==> src/rtl/spw_ser_pkg.sv <==
package spw_ser_pkg;

   // Two code bits after the flag, index 0 is sent first.
   localparam logic [1:0] CODE_ESC = 2'b11;
   localparam logic [1:0] CODE_FCT = 2'b00;
   localparam logic [1:0] CODE_EOP = 2'b10;
   localparam logic [1:0] CODE_EEP = 2'b01;

   localparam int CTRL_BITS = 4;

   // Second half of a split token waiting for the next boundary.
   typedef enum logic [1:0] {
      PEND_NONE = 2'd0,
      PEND_FCT  = 2'd1,
      PEND_CHAR = 2'd2
   } pend_e;

endpackage

==> src/rtl/spw_tok_sel.sv <==
module spw_tok_sel
   import spw_ser_pkg::*;
#(
   parameter int CHAR_W = 8
) (
   input  logic              clk,
   input  logic              rst_n,
   input  logic              tx_en,
   input  logic              load,
   input  logic              time_req,
   input  logic [CHAR_W-1:0] time_val,
   input  logic              fct_req,
   input  logic              char_req,
   input  logic              char_eop,
   input  logic [CHAR_W-1:0] char_data,
   output logic              time_ack,
   output logic              fct_ack,
   output logic              char_ack,
   output logic              nxt_ctrl,
   output logic [CHAR_W-1:0] nxt_body
);

   pend_e             pend_q, pend_d;
   logic              first_q, first_d;
   logic              sent_q, sent_d;
   logic              peop_q, peop_d;
   logic [CHAR_W-1:0] pdat_q, pdat_d;

   logic              use_char, ch_eop;
   logic [CHAR_W-1:0] ch_data;
   logic [1:0]        code;
   logic              t_sel, f_sel, c_sel;

   always_comb begin
      pend_d   = pend_q;
      first_d  = first_q;
      sent_d   = sent_q;
      peop_d   = peop_q;
      pdat_d   = pdat_q;
      code     = CODE_ESC;
      use_char = 1'b0;
      ch_eop   = 1'b0;
      ch_data  = '0;
      t_sel    = 1'b0;
      f_sel    = 1'b0;
      c_sel    = 1'b0;
      if (first_q) begin
         first_d = 1'b0;
         pend_d  = PEND_FCT;
      end else if (pend_q == PEND_FCT) begin
         code   = CODE_FCT;
         pend_d = PEND_NONE;
      end else if (pend_q == PEND_CHAR) begin
         use_char = 1'b1;
         ch_eop   = peop_q;
         ch_data  = pdat_q;
         pend_d   = PEND_NONE;
      end else if (time_req && sent_q) begin
         t_sel  = 1'b1;
         pend_d = PEND_CHAR;
         peop_d = 1'b0;
         pdat_d = time_val;
      end else if (fct_req) begin
         f_sel  = 1'b1;
         code   = CODE_FCT;
         sent_d = 1'b1;
         if (char_req && sent_q) begin
            c_sel  = 1'b1;
            pend_d = PEND_CHAR;
            peop_d = char_eop;
            pdat_d = char_data;
         end
      end else if (char_req && sent_q) begin
         c_sel    = 1'b1;
         use_char = 1'b1;
         ch_eop   = char_eop;
         ch_data  = char_data;
      end else begin
         pend_d = PEND_FCT;
      end

      if (use_char) begin
         nxt_ctrl = ch_eop;
         if (ch_eop) begin
            nxt_body = {{(CHAR_W-2){1'b0}}, (ch_data[0] ? CODE_EEP : CODE_EOP)};
         end else begin
            nxt_body = ch_data;
         end
      end else begin
         nxt_ctrl = 1'b1;
         nxt_body = {{(CHAR_W-2){1'b0}}, code};
      end
   end

   assign time_ack = load & t_sel;
   assign fct_ack  = load & f_sel;
   assign char_ack = load & c_sel;

   always_ff @(posedge clk or negedge rst_n) begin
      if (!rst_n) begin
         pend_q  <= PEND_NONE;
         first_q <= 1'b1;
         sent_q  <= 1'b0;
         peop_q  <= 1'b0;
         pdat_q  <= '0;
      end else if (!tx_en) begin
         pend_q  <= PEND_NONE;
         first_q <= 1'b1;
         sent_q  <= 1'b0;
      end else if (load) begin
         pend_q  <= pend_d;
         first_q <= first_d;
         sent_q  <= sent_d;
         peop_q  <= peop_d;
         pdat_q  <= pdat_d;
      end
   end

endmodule

==> src/rtl/spw_bit_shifter.sv <==
module spw_bit_shifter
   import spw_ser_pkg::*;
#(
   parameter int CHAR_W     = 8,
   parameter bit ONEHOT_CNT = 1'b1
) (
   input  logic              clk,
   input  logic              rst_n,
   input  logic              tx_en,
   input  logic              bit_en,
   input  logic              nxt_ctrl,
   input  logic [CHAR_W-1:0] nxt_body,
   output logic              load,
   output logic              run,
   output logic              bit_out
);

   localparam int SH_W = CHAR_W + 2;
   localparam int CW   = $clog2(SH_W);

   logic [SH_W-1:0] sh_q;
   logic            run_q;
   logic            dpar_q;
   logic            last;

   assign load    = tx_en & bit_en & last;
   assign run     = run_q;
   assign bit_out = sh_q[0];

   generate
      if (ONEHOT_CNT) begin : g_onehot
         logic [SH_W-1:0] cnt_q;
         assign last = cnt_q[0];
         always_ff @(posedge clk or negedge rst_n) begin
            if (!rst_n) begin
               cnt_q <= SH_W'(1);
            end else if (!tx_en) begin
               cnt_q <= SH_W'(1);
            end else if (bit_en) begin
               if (cnt_q[0]) begin
                  cnt_q <= nxt_ctrl ? (SH_W'(1) << (CTRL_BITS-1)) : (SH_W'(1) << (SH_W-1));
               end else begin
                  cnt_q <= cnt_q >> 1;
               end
            end
         end
      end else begin : g_binary
         logic [CW-1:0] cnt_q;
         assign last = (cnt_q == '0);
         always_ff @(posedge clk or negedge rst_n) begin
            if (!rst_n) begin
               cnt_q <= '0;
            end else if (!tx_en) begin
               cnt_q <= '0;
            end else if (bit_en) begin
               if (cnt_q == '0) begin
                  cnt_q <= nxt_ctrl ? CW'(CTRL_BITS-1) : CW'(SH_W-1);
               end else begin
                  cnt_q <= cnt_q - 1'b1;
               end
            end
         end
      end
   endgenerate

   always_ff @(posedge clk or negedge rst_n) begin
      if (!rst_n) begin
         sh_q   <= '0;
         run_q  <= 1'b0;
         dpar_q <= 1'b0;
      end else if (!tx_en) begin
         run_q  <= 1'b0;
         dpar_q <= 1'b0;
      end else if (bit_en) begin
         if (last) begin
            sh_q   <= {nxt_body, nxt_ctrl, ~(dpar_q ^ nxt_ctrl)};
            dpar_q <= ^nxt_body;
            run_q  <= 1'b1;
         end else begin
            sh_q <= sh_q >> 1;
         end
      end
   end

endmodule

==> src/rtl/spw_ds_enc.sv <==
module spw_ds_enc (
   input  logic clk,
   input  logic rst_n,
   input  logic bit_en,
   input  logic run,
   input  logic bit_in,
   output logic ds_d,
   output logic ds_s
);

   always_ff @(posedge clk or negedge rst_n) begin
      if (!rst_n) begin
         ds_d <= 1'b0;
         ds_s <= 1'b0;
      end else if (bit_en) begin
         if (run) begin
            ds_d <= bit_in;
            ds_s <= ds_s ^ ~(bit_in ^ ds_d);
         end else begin
            ds_d <= ds_d & ds_s;
            ds_s <= 1'b0;
         end
      end
   end

endmodule

==> src/rtl/spw_ds_serializer.sv <==
module spw_ds_serializer #(
   parameter int CHAR_W     = 8,
   parameter bit ONEHOT_CNT = 1'b1
) (
   input  logic              clk,
   input  logic              rst_n,
   input  logic              tx_en,
   input  logic              bit_en,
   input  logic              time_req,
   input  logic [CHAR_W-1:0] time_val,
   output logic              time_ack,
   input  logic              fct_req,
   output logic              fct_ack,
   input  logic              char_req,
   input  logic              char_eop,
   input  logic [CHAR_W-1:0] char_data,
   output logic              char_ack,
   output logic              ds_d,
   output logic              ds_s
);

   generate
      if (CHAR_W < 2) begin : g_bad_width
         $error("spw_ds_serializer: CHAR_W must be at least 2");
      end
   endgenerate

   logic              load;
   logic              sh_run;
   logic              sh_bit;
   logic              enc_run;
   logic              nxt_ctrl;
   logic [CHAR_W-1:0] nxt_body;

   spw_tok_sel #(.CHAR_W(CHAR_W)) u_sel (
      .clk       (clk),
      .rst_n     (rst_n),
      .tx_en     (tx_en),
      .load      (load),
      .time_req  (time_req),
      .time_val  (time_val),
      .fct_req   (fct_req),
      .char_req  (char_req),
      .char_eop  (char_eop),
      .char_data (char_data),
      .time_ack  (time_ack),
      .fct_ack   (fct_ack),
      .char_ack  (char_ack),
      .nxt_ctrl  (nxt_ctrl),
      .nxt_body  (nxt_body)
   );

   spw_bit_shifter #(.CHAR_W(CHAR_W), .ONEHOT_CNT(ONEHOT_CNT)) u_shift (
      .clk      (clk),
      .rst_n    (rst_n),
      .tx_en    (tx_en),
      .bit_en   (bit_en),
      .nxt_ctrl (nxt_ctrl),
      .nxt_body (nxt_body),
      .load     (load),
      .run      (sh_run),
      .bit_out  (sh_bit)
   );

   assign enc_run = sh_run & tx_en;

   spw_ds_enc u_enc (
      .clk    (clk),
      .rst_n  (rst_n),
      .bit_en (bit_en),
      .run    (enc_run),
      .bit_in (sh_bit),
      .ds_d   (ds_d),
      .ds_s   (ds_s)
   );

endmodule

==> config.mk <==
export PLATFORM = sky130hd
export DESIGN_NAME = spw_ds_serializer
export DESIGN_NICKNAME = d
export VERILOG_FILES = /design/src/rtl/spw_ser_pkg.sv /design/src/rtl/spw_tok_sel.sv /design/src/rtl/spw_bit_shifter.sv /design/src/rtl/spw_ds_enc.sv /design/src/rtl/spw_ds_serializer.sv
export SDC_FILE = /design/constraint.sdc
export NUM_CORES = 1
export LEC_CHECK = 0
export BUFFER_PORTS_ARGS = -buffer_cell sky130_fd_sc_hd__buf_4
export CORE_MARGIN = 2
export CORE_UTILIZATION = 50
export DETAILED_ROUTE_END_ITERATION = 8
export GPL_ROUTABILITY_DRIVEN = 1
export MAX_ROUTING_LAYER = met4
export PLACE_DENSITY = 0.68
export SLEW_MARGIN = 20
export SYNTH_ARGS = -nofsm -noshare
export SYNTH_HDL_FRONTEND = slang
export SYNTH_SLANG_ARGS = --single-unit
==> constraint.sdc <==
create_clock -name clk -period 2.11 [get_ports clk]
set_input_delay 0.422 -clock clk [delete_from_list [all_inputs] [get_ports clk]]
set_output_delay 0.422 -clock clk [all_outputs]
set_load 0.005 [all_outputs]
==> results of run 1 <==
[stage by stage]
stage / hold WS [ps] / cell area (um^2) / std cells
after global placement: 419 / 2510 / 330
after global routing: 124 / 2710 / 345
final: 84.0 / 2710 / 345
after CTS: 104 / 2640 / 340
after detailed placement: 419 / 2510 / 330
after floorplan: 126 / 2230 / 255
[what timing repair did]
item                                    in CTS  in global routing
resized for setup                            4                 15
pin swaps                                    2                  9
hold endpoints to repair                     0                  0
endpoints found under the setup margin       3                 15
setup buffers                                2                  5
[path summary, 6_finish.rpt]
path	start	end	depth (start not counted)
setup / recovery	u_sel.pend_q[1]	time_ack	7
hold / removal	rst_n	u_shift.sh_q[5]	1
setup reg to reg	u_sel.pend_q[1]	u_sel.pdat_q[3]	11
hold reg to reg	u_shift.sh_q[1]	u_shift.sh_q[1]	2
max in group asynchronous	rst_n	u_sel.pend_q[0]	1
min in group clk	char_eop	u_sel.peop_q	3
[cell type report]
class | instances | share of cell area, %
Tap cell | 52 | 2.40
Timing Repair Buffer | 43 | 12.6
Sequential cell | 37 | 34.3
Clock inverter | 1 | 0.277
Multi-Input combinational cell | 199 | 46.4
Clock buffer | 7 | 3.19
Inverter | 6 | 0.831
[routing by layer]
layer	global-route usage [%]	part of all wire (%)	up-vias	routed length [um]
met1	31.0	48	885	2350
met2	31.6	46	48	2230
met3	4.84	4.7	9	227
met5	-	0	-	0
met4	7.13	1.4	0	66
li1	-	-	955	-
[power groups by stage]
| stage | combinational [mW] | clock, mW | sequential (mW) |
|---|---|---|---|
| CTS | 0.232 | 0.536 | 0.769 |
| floorplan | 0.132 | 0 | 0.777 |
| finish | 0.245 | 0.526 | 0.773 |
| global placement | 0.221 | 0 | 0.782 |
| global route | 0.277 | 0.567 | 0.777 |
| detailed placement | 0.224 | 0 | 0.782 |
[cells by family (layout without fill, tap and decap cells)]
| kind of cell | after synthesis | after routing | share of synthesized area, % |
|---|---|---|---|
| xor gates and xnor gates | 13 | 13 | 5.11 |
| buffers and inverters | 19 | 57 | 4.10 |
| muxes | 11 | 11 | 5.00 |
| and+or+nand+nor | 101 | 101 | 22.8 |
| AOI/OAI and AO/OA | 72 | 72 | 20.2 |
| DFF | 37 | 37 | 41.7 |
| adders and majority gates | 2 | 2 | 1.12 |
[registers in the layout, indices dropped and copies added (netlist names)]
register                flops
u_sel.pend_q                2
u_enc.ds_d                  1
u_shift.sh_q               10
u_sel.sent_q                1
u_sel.pdat_q                8
u_shift.dpar_q              1
u_sel.first_q               1
u_shift.run                 1
u_sel.peop_q                1
u_shift.g_onehot.cnt_q     10
u_enc.ds_s                  1
[cells in the mapped netlist (4+ instances only)]
master / count
sky130_fd_sc_hd__nor2b_1: 17
sky130_fd_sc_hd__inv_1: 6
sky130_fd_sc_hd__xnor2_1: 10
sky130_fd_sc_hd__nor2_1: 19
sky130_fd_sc_hd__a31oi_1: 7
sky130_fd_sc_hd__a22oi_1: 4
sky130_fd_sc_hd__mux2i_1: 10
sky130_fd_sc_hd__a21oi_1: 16
sky130_fd_sc_hd__a21boi_0: 4
sky130_fd_sc_hd__o21ai_0: 25
sky130_fd_sc_hd__clkbuf_1: 7
sky130_fd_sc_hd__nand3_1: 5
sky130_fd_sc_hd__nand2_1: 39
sky130_fd_sc_hd__dfrtp_1: 35
sky130_fd_sc_hd__nor3_1: 4
[worst reg2reg max path, stage by stage, from the launching register on]
cell and delay (ps):
sky130_fd_sc_hd__dfrtp_1 430, sky130_fd_sc_hd__inv_2 70, sky130_fd_sc_hd__ha_4 170, sky130_fd_sc_hd__nor3_4 180
sky130_fd_sc_hd__nand4_1 200, sky130_fd_sc_hd__buf_4 200, sky130_fd_sc_hd__buf_4 120, sky130_fd_sc_hd__buf_4 130
sky130_fd_sc_hd__a21oi_4 120, sky130_fd_sc_hd__buf_12 160, sky130_fd_sc_hd__nor2_1 60, sky130_fd_sc_hd__a21oi_1 110
==> reports/qor.txt, run 1 <==
Run status - finished, violations left
Failing checks - negative setup slack
Most common cell after layout, fill and taps aside - sky130_fd_sc_hd__buf_4
DRT Pass-1 Iters - 4
Switching Fraction - 27.2%
Setup repair after global routing missed its margin - true
Main area contributors after synthesis - sky130_fd_sc_hd__dfrtp_1, sky130_fd_sc_hd__nand2_1, sky130_fd_sc_hd__o21ai_0
Kind of launch point of the worst setup path - flop
Mean instance size in the synthesized netlist - 8.73 um^2
Overall via count from detail_route - 1897
Crit path max-delay family - simple AND/OR/NAND/NOR gates
Area taken by flip-flops and latches - 930 um^2
Crit path max fanout - 3
Worst clock skew on the final layout - 4.97 ps
Fillcell total - 421
Worst setup slack after placement - 72.6 ps
Transition time at the pin with the least slew margin - 540 ps
Deepest level of the CTS H-tree - 2
Chip height - 70.7 um
Internal power consumption - 1.12 mW
Routability-driven placement congestion ratio - 0.787
DIE WIDTH - 70.7 um
TNS Setup - -34.8 ps
Overall power - 1.54 mW
Number of antenna violations at the first check in global routing - 0
Count of final setup violators - 2
Critical path capture point type - output port
Relative slew margins - 63.9%
Required arrival time at the worst endpoint - 1690 ps
Post-Route WL - 4.88 mm
Number of distinct library cells after synthesis - 46
Area of the multi-input gates - 1260 um^2
GRT Resource Usage Total - 22.0%
Portion of total power attributed to the clock network - 34.1%
Count of flip-flops with a built-in enable after synthesis - 0
CTS sink cnt - 37
Final max-slew violation count - 0
Final layout net count - 318
Core Rows - 24
Combinational group share of total power - 15.9%
Power Density - 570 nW/um^2
Worst Hold Class - input pin to asynchronous set/reset pin
Flip-flop and latch count after synthesis - 37
Synthesized netlist cell count - 255
Synth top area share - 39.3%
Number of port buffers - 28
TritonCTS clock tree - done
Ant diodes - 0
Cell-by-cell listing of the critical path - inv_2 > ha_4 > nor3_4 > nand4_1 > buf_4 > nor2_2 > buf_4
Post-layout utilization of the core - 62.6%
Net Count, Synth - 281
Setup Crit Path Kind - flop to output port
CTS buffer count - 5
GRT overflow - 0
Register area share after synthesis - 41.7%
Leak pwr - 1.14 nW
Max-Cap Viols - 0
Ys flop type - sky130_fd_sc_hd__dfrtp_1
Clock tree root driver cell - sky130_fd_sc_hd__clkbuf_8
Detail-routed net length per standard cell - 14.1 um
Share of total power in sequential cells - 50.1%
Largest net degree at the start of global routing - 38
Final worst-path cycle share - 101%
Post-route ant nets - 0
Drt first-iter violations - 132
CTS max path bufs - 2
Maximum resistive drop on vdd - 0.256 mV
Commonest cells after routing, fill and taps aside - sky130_fd_sc_hd__buf_4, sky130_fd_sc_hd__nand2_1, sky130_fd_sc_hd__dfrtp_1
Area of the core - 4320 um^2
Clk slew on worst S/H paths - 80 ps
Layout cell share with drive strength beyond 1 - 24.9%
Remaining DRCs - 0
Minimum clock period - 2140 ps
Total standard cell area after synthesis - 2230 um^2
Worst setup slack after layout - -25.1 ps
Number of buffers and inverters on the critical path - 3
DIE AREA - 5000 um^2
Initial Utilization - 51.5%
Post-DP HPWL - 3.33 mm
Library cell contributing the largest single delay on the critical path - sky130_fd_sc_hd__dfrtp_1
Wire length of the first global-routing pass - 8.63 mm
Top-Level Pins - 29
Maximum operating frequency - 468 MHz
CP Data Arrival Time - 1710 ps
Share of flip-flops with an asynchronous set or reset - 100%
Register-to-register setup slack - 90 ps
Insertion delay of the later-clocked pin in the worst-skew pair - 290 ps
Layout Area Growth over Synthesis - 21.6%
Sw Pwr - 0.420 mW
Biggest cell delay along the critical path - 430 ps
Number of global-route vias before repair - 1863
Synth warn - 0
CTS Hold Bufs - 0
Critical path's most frequent cell - sky130_fd_sc_hd__buf_4
Number of failing hold endpoints at the final stage - 0
DR vias/cell - 5.50
Yosys top cell by area - sky130_fd_sc_hd__dfrtp_1
Note: power is estimated with default switching activity, not from simulation.
==> inputs of run 2 (changes only) <==
CORE_UTILIZATION = 57   (was 50)
PLACE_DENSITY = 0.76   (was 0.68)
==> run 2 against run 1 <==
Compared with the run above:
- combinational power about the same
- largest cell class unchanged
- the flow now finishes without violations
- flip-flop and latch count is the same
- largest power group unchanged
- total power shrank 2.6%
- setup slack better by 26 ps
- critical path type unchanged
==> reports/qor.txt, run 2 (synthesized netlist as in run 1, its figures left out) <==
Run status - completed
Maximum operating frequency - 474 MHz (+1.2%)
Top-Level Pins - 29 (unchanged)
DIE AREA - 4420 um^2 (-12%)
Final max-slew violation count - 0 (unchanged)
Required arrival time at the worst endpoint - 1690 ps (about the same)
Biggest cell delay along the critical path - 410 ps (-20 ps)
Insertion delay of the later-clocked pin in the worst-skew pair - 290 ps (about the same)
Remaining DRCs - 0 (unchanged)
Crit path max fanout - 5 (+2)
Share of total power in sequential cells - 51.3% (+1.2 points)
Overall via count from detail_route - 1867 (-1.6%)
Number of buffers and inverters on the critical path - 2 (-1)
Routing usage on met3 - 3.55% (-1.3 points)
Final worst-path cycle share - 100% (-1.2 points)
Post-DP HPWL - 3.26 mm (-2.0%)
Worst Hold Class - input pin to asynchronous set/reset pin
Relative slew margins - 62.4% (-1.5 points)
Internal power consumption - 1.08 mW (-3.6%)
Portion of total power attributed to the clock network - 32.4% (-1.7 points)
Deepest level of the CTS H-tree - 2 (unchanged)
Core Rows - 22 (-8.3%)
Count of final setup violators - 0 (-2)
Ant diodes - 0 (unchanged)
Clock tree root driver cell - sky130_fd_sc_hd__clkbuf_8
Clk slew on worst S/H paths - 70 ps (about the same)
Power Density - 558 nW/um^2 (-2.0%)
Worst clock skew on the final layout - 6.63 ps (+1.66 ps)
GRT overflow - 0 (unchanged)
Maximum resistive drop on vdd - 0.280 mV (+9.3%)
Leak pwr - 1.13 nW (-0.78%)
Number of port buffers - 28 (unchanged)
Area of the core - 3720 um^2 (-14%)
Layout Area Growth over Synthesis - 20.8%
Critical path capture point type - output port
Largest net degree at the start of global routing - 38 (unchanged)
Layout cell share with drive strength beyond 1 - 23.7% (-1.2 points)
GRT Resource Usage Total - 24.3% (+2.4 points)
Largest registers - u_shift.g_onehot.cnt_q x10, u_shift.sh_q x10, u_sel.pdat_q x8
CTS buffer count - 5 (unchanged)
Drt first-iter violations - 165 (+25%)
Kind of launch point of the worst setup path - flop
Max-Cap Viols - 0 (unchanged)
Fillcell total - 305 (-28%)
Combinational group share of total power - 16.3% (+0.4 points)
Global Route met1 Usage - 36.2% (+5.2 points)
Sw Pwr - 0.419 mW (-0.19%)
TritonCTS clock tree - done
Number of failing hold endpoints at the final stage - 0 (unchanged)
CTS sink cnt - 37 (unchanged)
Most utilized layer in the global route result - met1
Chip height - 66.5 um (-6.0%)
Library cell contributing the largest single delay on the critical path - sky130_fd_sc_hd__dfrtp_1
DIE WIDTH - 66.5 um (-6.0%)
Post-layout utilization of the core - 72.4% (+9.8 points)
Most common cell after layout, fill and taps aside - sky130_fd_sc_hd__nand2_1
Setup repair after global routing missed its margin - true
Transition time at the pin with the least slew margin - 562 ps (+22.3 ps)
CTS Hold Bufs - 0 (unchanged)
Minimum clock period - 2110 ps (-26.1 ps)
TNS Setup - 0 ps (+34.8 ps)
CTS max path bufs - 2 (unchanged)
Post-route ant nets - 0 (unchanged)
Number of antenna violations at the first check in global routing - 0 (unchanged)
Switching Fraction - 27.9% (+0.69 points)
Cell-by-cell listing of the critical path - inv_2 > ha_4 > nor3_4 > nand4_1 > nor3_2 > buf_4
Met2 routing resource usage after global routing - 33.9% (+2.3 points)
Post-Route WL - 4.70 mm (-3.7%)
Setup Crit Path Kind - flop to output port
Number of global-route vias before repair - 1696 (-9.0%)
DR vias/cell - 5.51 (+0.16%)
Initial Utilization - 59.9% (+8.4 points)
Routability-driven placement congestion ratio - 0.805 (+2.3%)
Detail-routed net length per standard cell - 13.9 um (-2.0%)
Commonest cells after routing, fill and taps aside - sky130_fd_sc_hd__nand2_1, sky130_fd_sc_hd__buf_4, sky130_fd_sc_hd__dfrtp_1
CP Data Arrival Time - 1690 ps (-20 ps)
DRT Pass-1 Iters - 4 (unchanged)
Final layout net count - 316 (-0.63%)
Crit path max-delay family - simple AND/OR/NAND/NOR gates
Wire length of the first global-routing pass - 7.94 mm (-8.0%)
[run 2: cell types whose count changed in the layout (fill, tap and decap cells not counted), sizes merged]
cell / delta
buf: -1
clkbuf: -3
clkinv: +2
[run 2: layout make-up]
type	count	area (um^2)	area share, %
clock inverters	3	17.5	0.651
flip-flops and latches	37	930	34.5
inverters	6	22.5	0.837
repair buffers	41	335	12.5
multi-input cells	199	1260	46.7
well taps	48	60.1	2.23
clock buffers	5	68.8	2.56
[run 2: worst reg2reg max path: stages (launching register included)]
cell	delay, ps
sky130_fd_sc_hd__dfrtp_1	420
sky130_fd_sc_hd__buf_6	130
sky130_fd_sc_hd__ha_4	160
sky130_fd_sc_hd__buf_4	180
sky130_fd_sc_hd__buf_8	160
sky130_fd_sc_hd__nor2_4	120
sky130_fd_sc_hd__a22oi_4	70
sky130_fd_sc_hd__nor3_4	280
sky130_fd_sc_hd__a21boi_2	220
sky130_fd_sc_hd__xnor2_1	120
sky130_fd_sc_hd__o21ai_1	70
[run 2: metal layers]
layer	routed length, um	vias up
met5	0	-
met4	80	0
met3	179	10
met2	2050	42
met1	2390	862
li1	-	953
[run 2: per-stage QoR]
stage	cell area (um^2)	power [mW]	cells	setup slack, ps	hold slack [ps]
floorplan	2230	0.908	255	261	126
detailed placement	2500	1.00	326	5.11	412
CTS	2640	1.50	337	-15.7	99.5
global route	2690	1.58	339	-65.6	117
finish	2690	1.50	339	1.01	75.9
global placement	2500	0.998	326	105	413
[run 2: final timing paths]
| check | startpoint | to | slack, ps | depth (start not counted) |
|---|---|---|---|---|
| worst min-delay path | rst_n | u_shift.sh_q[6] | 80 | 1 |
| max in group asynchronous | rst_n | u_shift.g_onehot.cnt_q[0] | 1670 | 1 |
| worst max-delay path | u_sel.pend_q[1] | char_ack | 1 | 6 |
| worst max register to register | u_sel.pend_q[1] | u_shift.dpar_q | 70 | 10 |
| min in group clk | char_eop | u_sel.peop_q | 410 | 3 |
| worst min register to register | u_shift.sh_q[7] | u_shift.sh_q[7] | 480 | 2 |
[run 2: repair_timing]
action,in CTS,in global routing
setup buffers,3,2
gates resized for setup,6,16
pin swaps,3,8
endpoints found under the hold margin,0,0
setup endpoints to repair,4,16
[run 2: power groups by stage]
| stage | Combinational (mW) | Sequential (mW) | Clock [mW] |
|---|---|---|---|
| final | 0.244 | 0.772 | 0.487 |
| after global placement | 0.217 | 0.781 | 0 |
| after floorplan | 0.132 | 0.777 | 0 |
| after CTS | 0.232 | 0.770 | 0.496 |
| after detailed placement | 0.220 | 0.781 | 0 |
| after global routing | 0.274 | 0.776 | 0.527 |
==> inputs of run 3 (changes only) <==
PLACE_DENSITY = not set   (was 0.76)
PLACE_DENSITY_LB_ADDON = 0.15   (was not set)
==> run 3 against run 2 <==
Compared with the run above:
- the flow now finishes with violations (negative setup slack)
- wire length up 0.66%
- maximum frequency decreased by 2.3%
- setup slack got worse by 49 ps
- core utilization up 0.88 points
- clock power grew 33%
- register-to-register slack got worse by 30 ps
- flip-flop and latch count unchanged
- clock skew is 1.2 ps lower
- total power grew 11%
- cell count is 0.88% higher
- die area stayed put
- count of clock-buffer cells in the layout is 1 higher
- critical path type unchanged
- critical endpoint unchanged
- largest power group unchanged
==> reports/qor.txt, run 3 (synthesized netlist as in run 1, its figures left out) <==
Run status - finished, violations left
Final max-slew violation count - 0 (unchanged)
Largest registers - u_shift.g_onehot.cnt_q x10, u_shift.sh_q x10, u_sel.pdat_q x8
Routability-driven placement congestion ratio - 0.852 (+5.9%)
Deepest level of the CTS H-tree - 2 (unchanged)
Combinational group share of total power - 15.0% (-1.3 points)
Switching Fraction - 25.5% (-2.4 points)
Internal power consumption - 1.24 mW (+15%)
Relative slew margins - 65.0% (+2.6 points)
DIE AREA - 4420 um^2 (unchanged)
Transition time at the pin with the least slew margin - 523 ps (-39.0 ps)
Final worst-path cycle share - 102% (+2.3 points)
Setup repair after global routing missed its margin - true
Kind of launch point of the worst setup path - flop
CTS max path bufs - 2 (unchanged)
Maximum operating frequency - 463 MHz (-2.3%)
Chip height - 66.5 um (unchanged)
Drt first-iter violations - 107 (-35%)
GRT Resource Usage Total - 24.3% (-0.048 points)
CP Data Arrival Time - 1740 ps (+50 ps)
TritonCTS clock tree - done
Worst setup slack after layout - -47.7 ps (-48.7 ps)
Sw Pwr - 0.426 mW (+1.5%)
Number of antenna violations at the first check in global routing - 0 (unchanged)
Number of failing hold endpoints at the final stage - 0 (unchanged)
GRT overflow - 0 (unchanged)
TNS Setup - -75.3 ps (-75.3 ps)
Share of total power in sequential cells - 46.1% (-5.2 points)
Clock tree root driver cell - sky130_fd_sc_hd__clkbuf_8
Detail-routed net length per standard cell - 13.8 um (-0.22%)
Worst clock skew on the final layout - 5.38 ps (-1.25 ps)
Layout Area Growth over Synthesis - 22.3%
Required arrival time at the worst endpoint - 1690 ps (about the same)
Core Rows - 22 (unchanged)
Wire length of the first global-routing pass - 7.97 mm (+0.43%)
Largest net degree at the start of global routing - 38 (unchanged)
Hold_ws - 76.3 ps (+0.407 ps)
Maximum resistive drop on vdd - 0.565 mV (+100%)
Power Density - 613 nW/um^2 (+9.8%)
Final layout net count - 319 (+0.95%)
Clk slew on worst S/H paths - 70 ps (about the same)
Post-DP HPWL - 3.32 mm (+1.8%)
Critical path capture point type - output port
Most common cell after layout, fill and taps aside - sky130_fd_sc_hd__buf_4
Commonest cells after routing, fill and taps aside - sky130_fd_sc_hd__buf_4, sky130_fd_sc_hd__nand2_1, sky130_fd_sc_hd__dfrtp_1
Post-route ant nets - 0 (unchanged)
CTS buffer count - 5 (unchanged)
Portion of total power attributed to the clock network - 38.9% (+6.5 points)
DR vias/cell - 5.56 (+0.93%)
Worst setup slack after placement - 92.1 ps (+87.0 ps)
Post-layout utilization of the core - 73.3% (+0.88 points)
Post-Route WL - 4.73 mm (+0.66%)
Ant diodes - 0 (unchanged)
Max-Cap Viols - 0 (unchanged)
Minimum clock period - 2160 ps (+48.7 ps)
DRT Pass-1 Iters - 4 (unchanged)
Area of the core - 3720 um^2 (unchanged)
Failing checks - negative setup slack
CTS sink cnt - 37 (unchanged)
Remaining DRCs - 0 (unchanged)
Number of port buffers - 28 (unchanged)
Insertion delay of the later-clocked pin in the worst-skew pair - 290 ps (about the same)
Worst Hold Class - input pin to asynchronous set/reset pin
Leak pwr - 1.16 nW (+2.1%)
Layout cell share with drive strength beyond 1 - 23.1% (-0.58 points)
Top-Level Pins - 29 (unchanged)
Number of global-route vias before repair - 1746 (+2.9%)
Count of final setup violators - 2 (+2)
Initial Utilization - 59.9% (unchanged)
Overall via count from detail_route - 1901 (+1.8%)
Crit path max fanout - 4 (-1)
DIE WIDTH - 66.5 um (unchanged)
Setup Crit Path Kind - flop to output port
run 3: cell count changes in the layout (fill, tap and decap cells not counted), moves of 2 or more:
cell and delta:
sky130_fd_sc_hd__buf_4 +5, sky130_fd_sc_hd__o21ai_1 -4, sky130_fd_sc_hd__clkinv_2 -2, sky130_fd_sc_hd__o21ai_0 +4
run 3: area by class of cell:
class	count	area, um^2
clock buffer	6	82.6
clock inverter	2	37.5
fill	291	992
inverter	6	22.5
multi-input combinational	199	1250
sequential	37	928
tap	48	60.1
timing repair buffer	44	347
run 3: routing by layer:
metal | global-route usage, % | wire length, um
met5 | - | 0
met4 | 6.89 | 69
met3 | 5.57 | 168
met2 | 36.1 | 2210
met1 | 33.5 | 2280
run 3: path summary, 6_finish.rpt:
check	from	endpoint	slack [ps]	cells past startpoint
max	u_sel.pend_q[0]	char_ack	-50	6
min	rst_n	u_shift.sh_q[5]	80	1
min in group clk	char_eop	u_sel.peop_q	380	3
max reg2reg	u_sel.pend_q[0]	u_sel.pdat_q[2]	40	11
min reg2reg	u_shift.sh_q[7]	u_shift.sh_q[7]	470	2
max in group asynchronous	rst_n	u_sel.first_q	1680	1
run 3: metrics by stage:
| stage | total power, mW | instances | instance area [um^2] |
|---|---|---|---|
| detailed placement | 1.01 | 327 | 2510 |
| finish | 1.67 | 342 | 2720 |
| CTS | 1.66 | 339 | 2660 |
| floorplan | 0.908 | 255 | 2230 |
| global placement | 1.00 | 327 | 2510 |
| global route | 1.75 | 342 | 2720 |
run 3: power groups by stage:
stage	clock [mW]	sequential [mW]	combinational [mW]
2_1_floorplan	0	0.777	0.132
3_3_place_gp	0	0.781	0.220
3_5_place_dp	0	0.781	0.225
4_1_cts	0.657	0.767	0.231
5_1_grt	0.696	0.774	0.282
6_report	0.650	0.770	0.251
run 3: worst max-delay path, cell delays in order, from the launching register on:
cell and delay, ps:
sky130_fd_sc_hd__dfrtp_1 400, sky130_fd_sc_hd__inv_1 90, sky130_fd_sc_hd__ha_4 170, sky130_fd_sc_hd__nor3_4 200, sky130_fd_sc_hd__nand4_1 240, sky130_fd_sc_hd__nor3_2 220, sky130_fd_sc_hd__buf_4 130
run 3: what timing repair did:
action | CTS | global route
pin swaps | 3 | 6
gates cloned | 0 | 0
hold endpoints to repair | 0 | 0
setup buffers | 4 | 3
hold buffers | 0 | 0
endpoints found under the setup margin | 3 | 5
gates resized for setup | 1 | 8
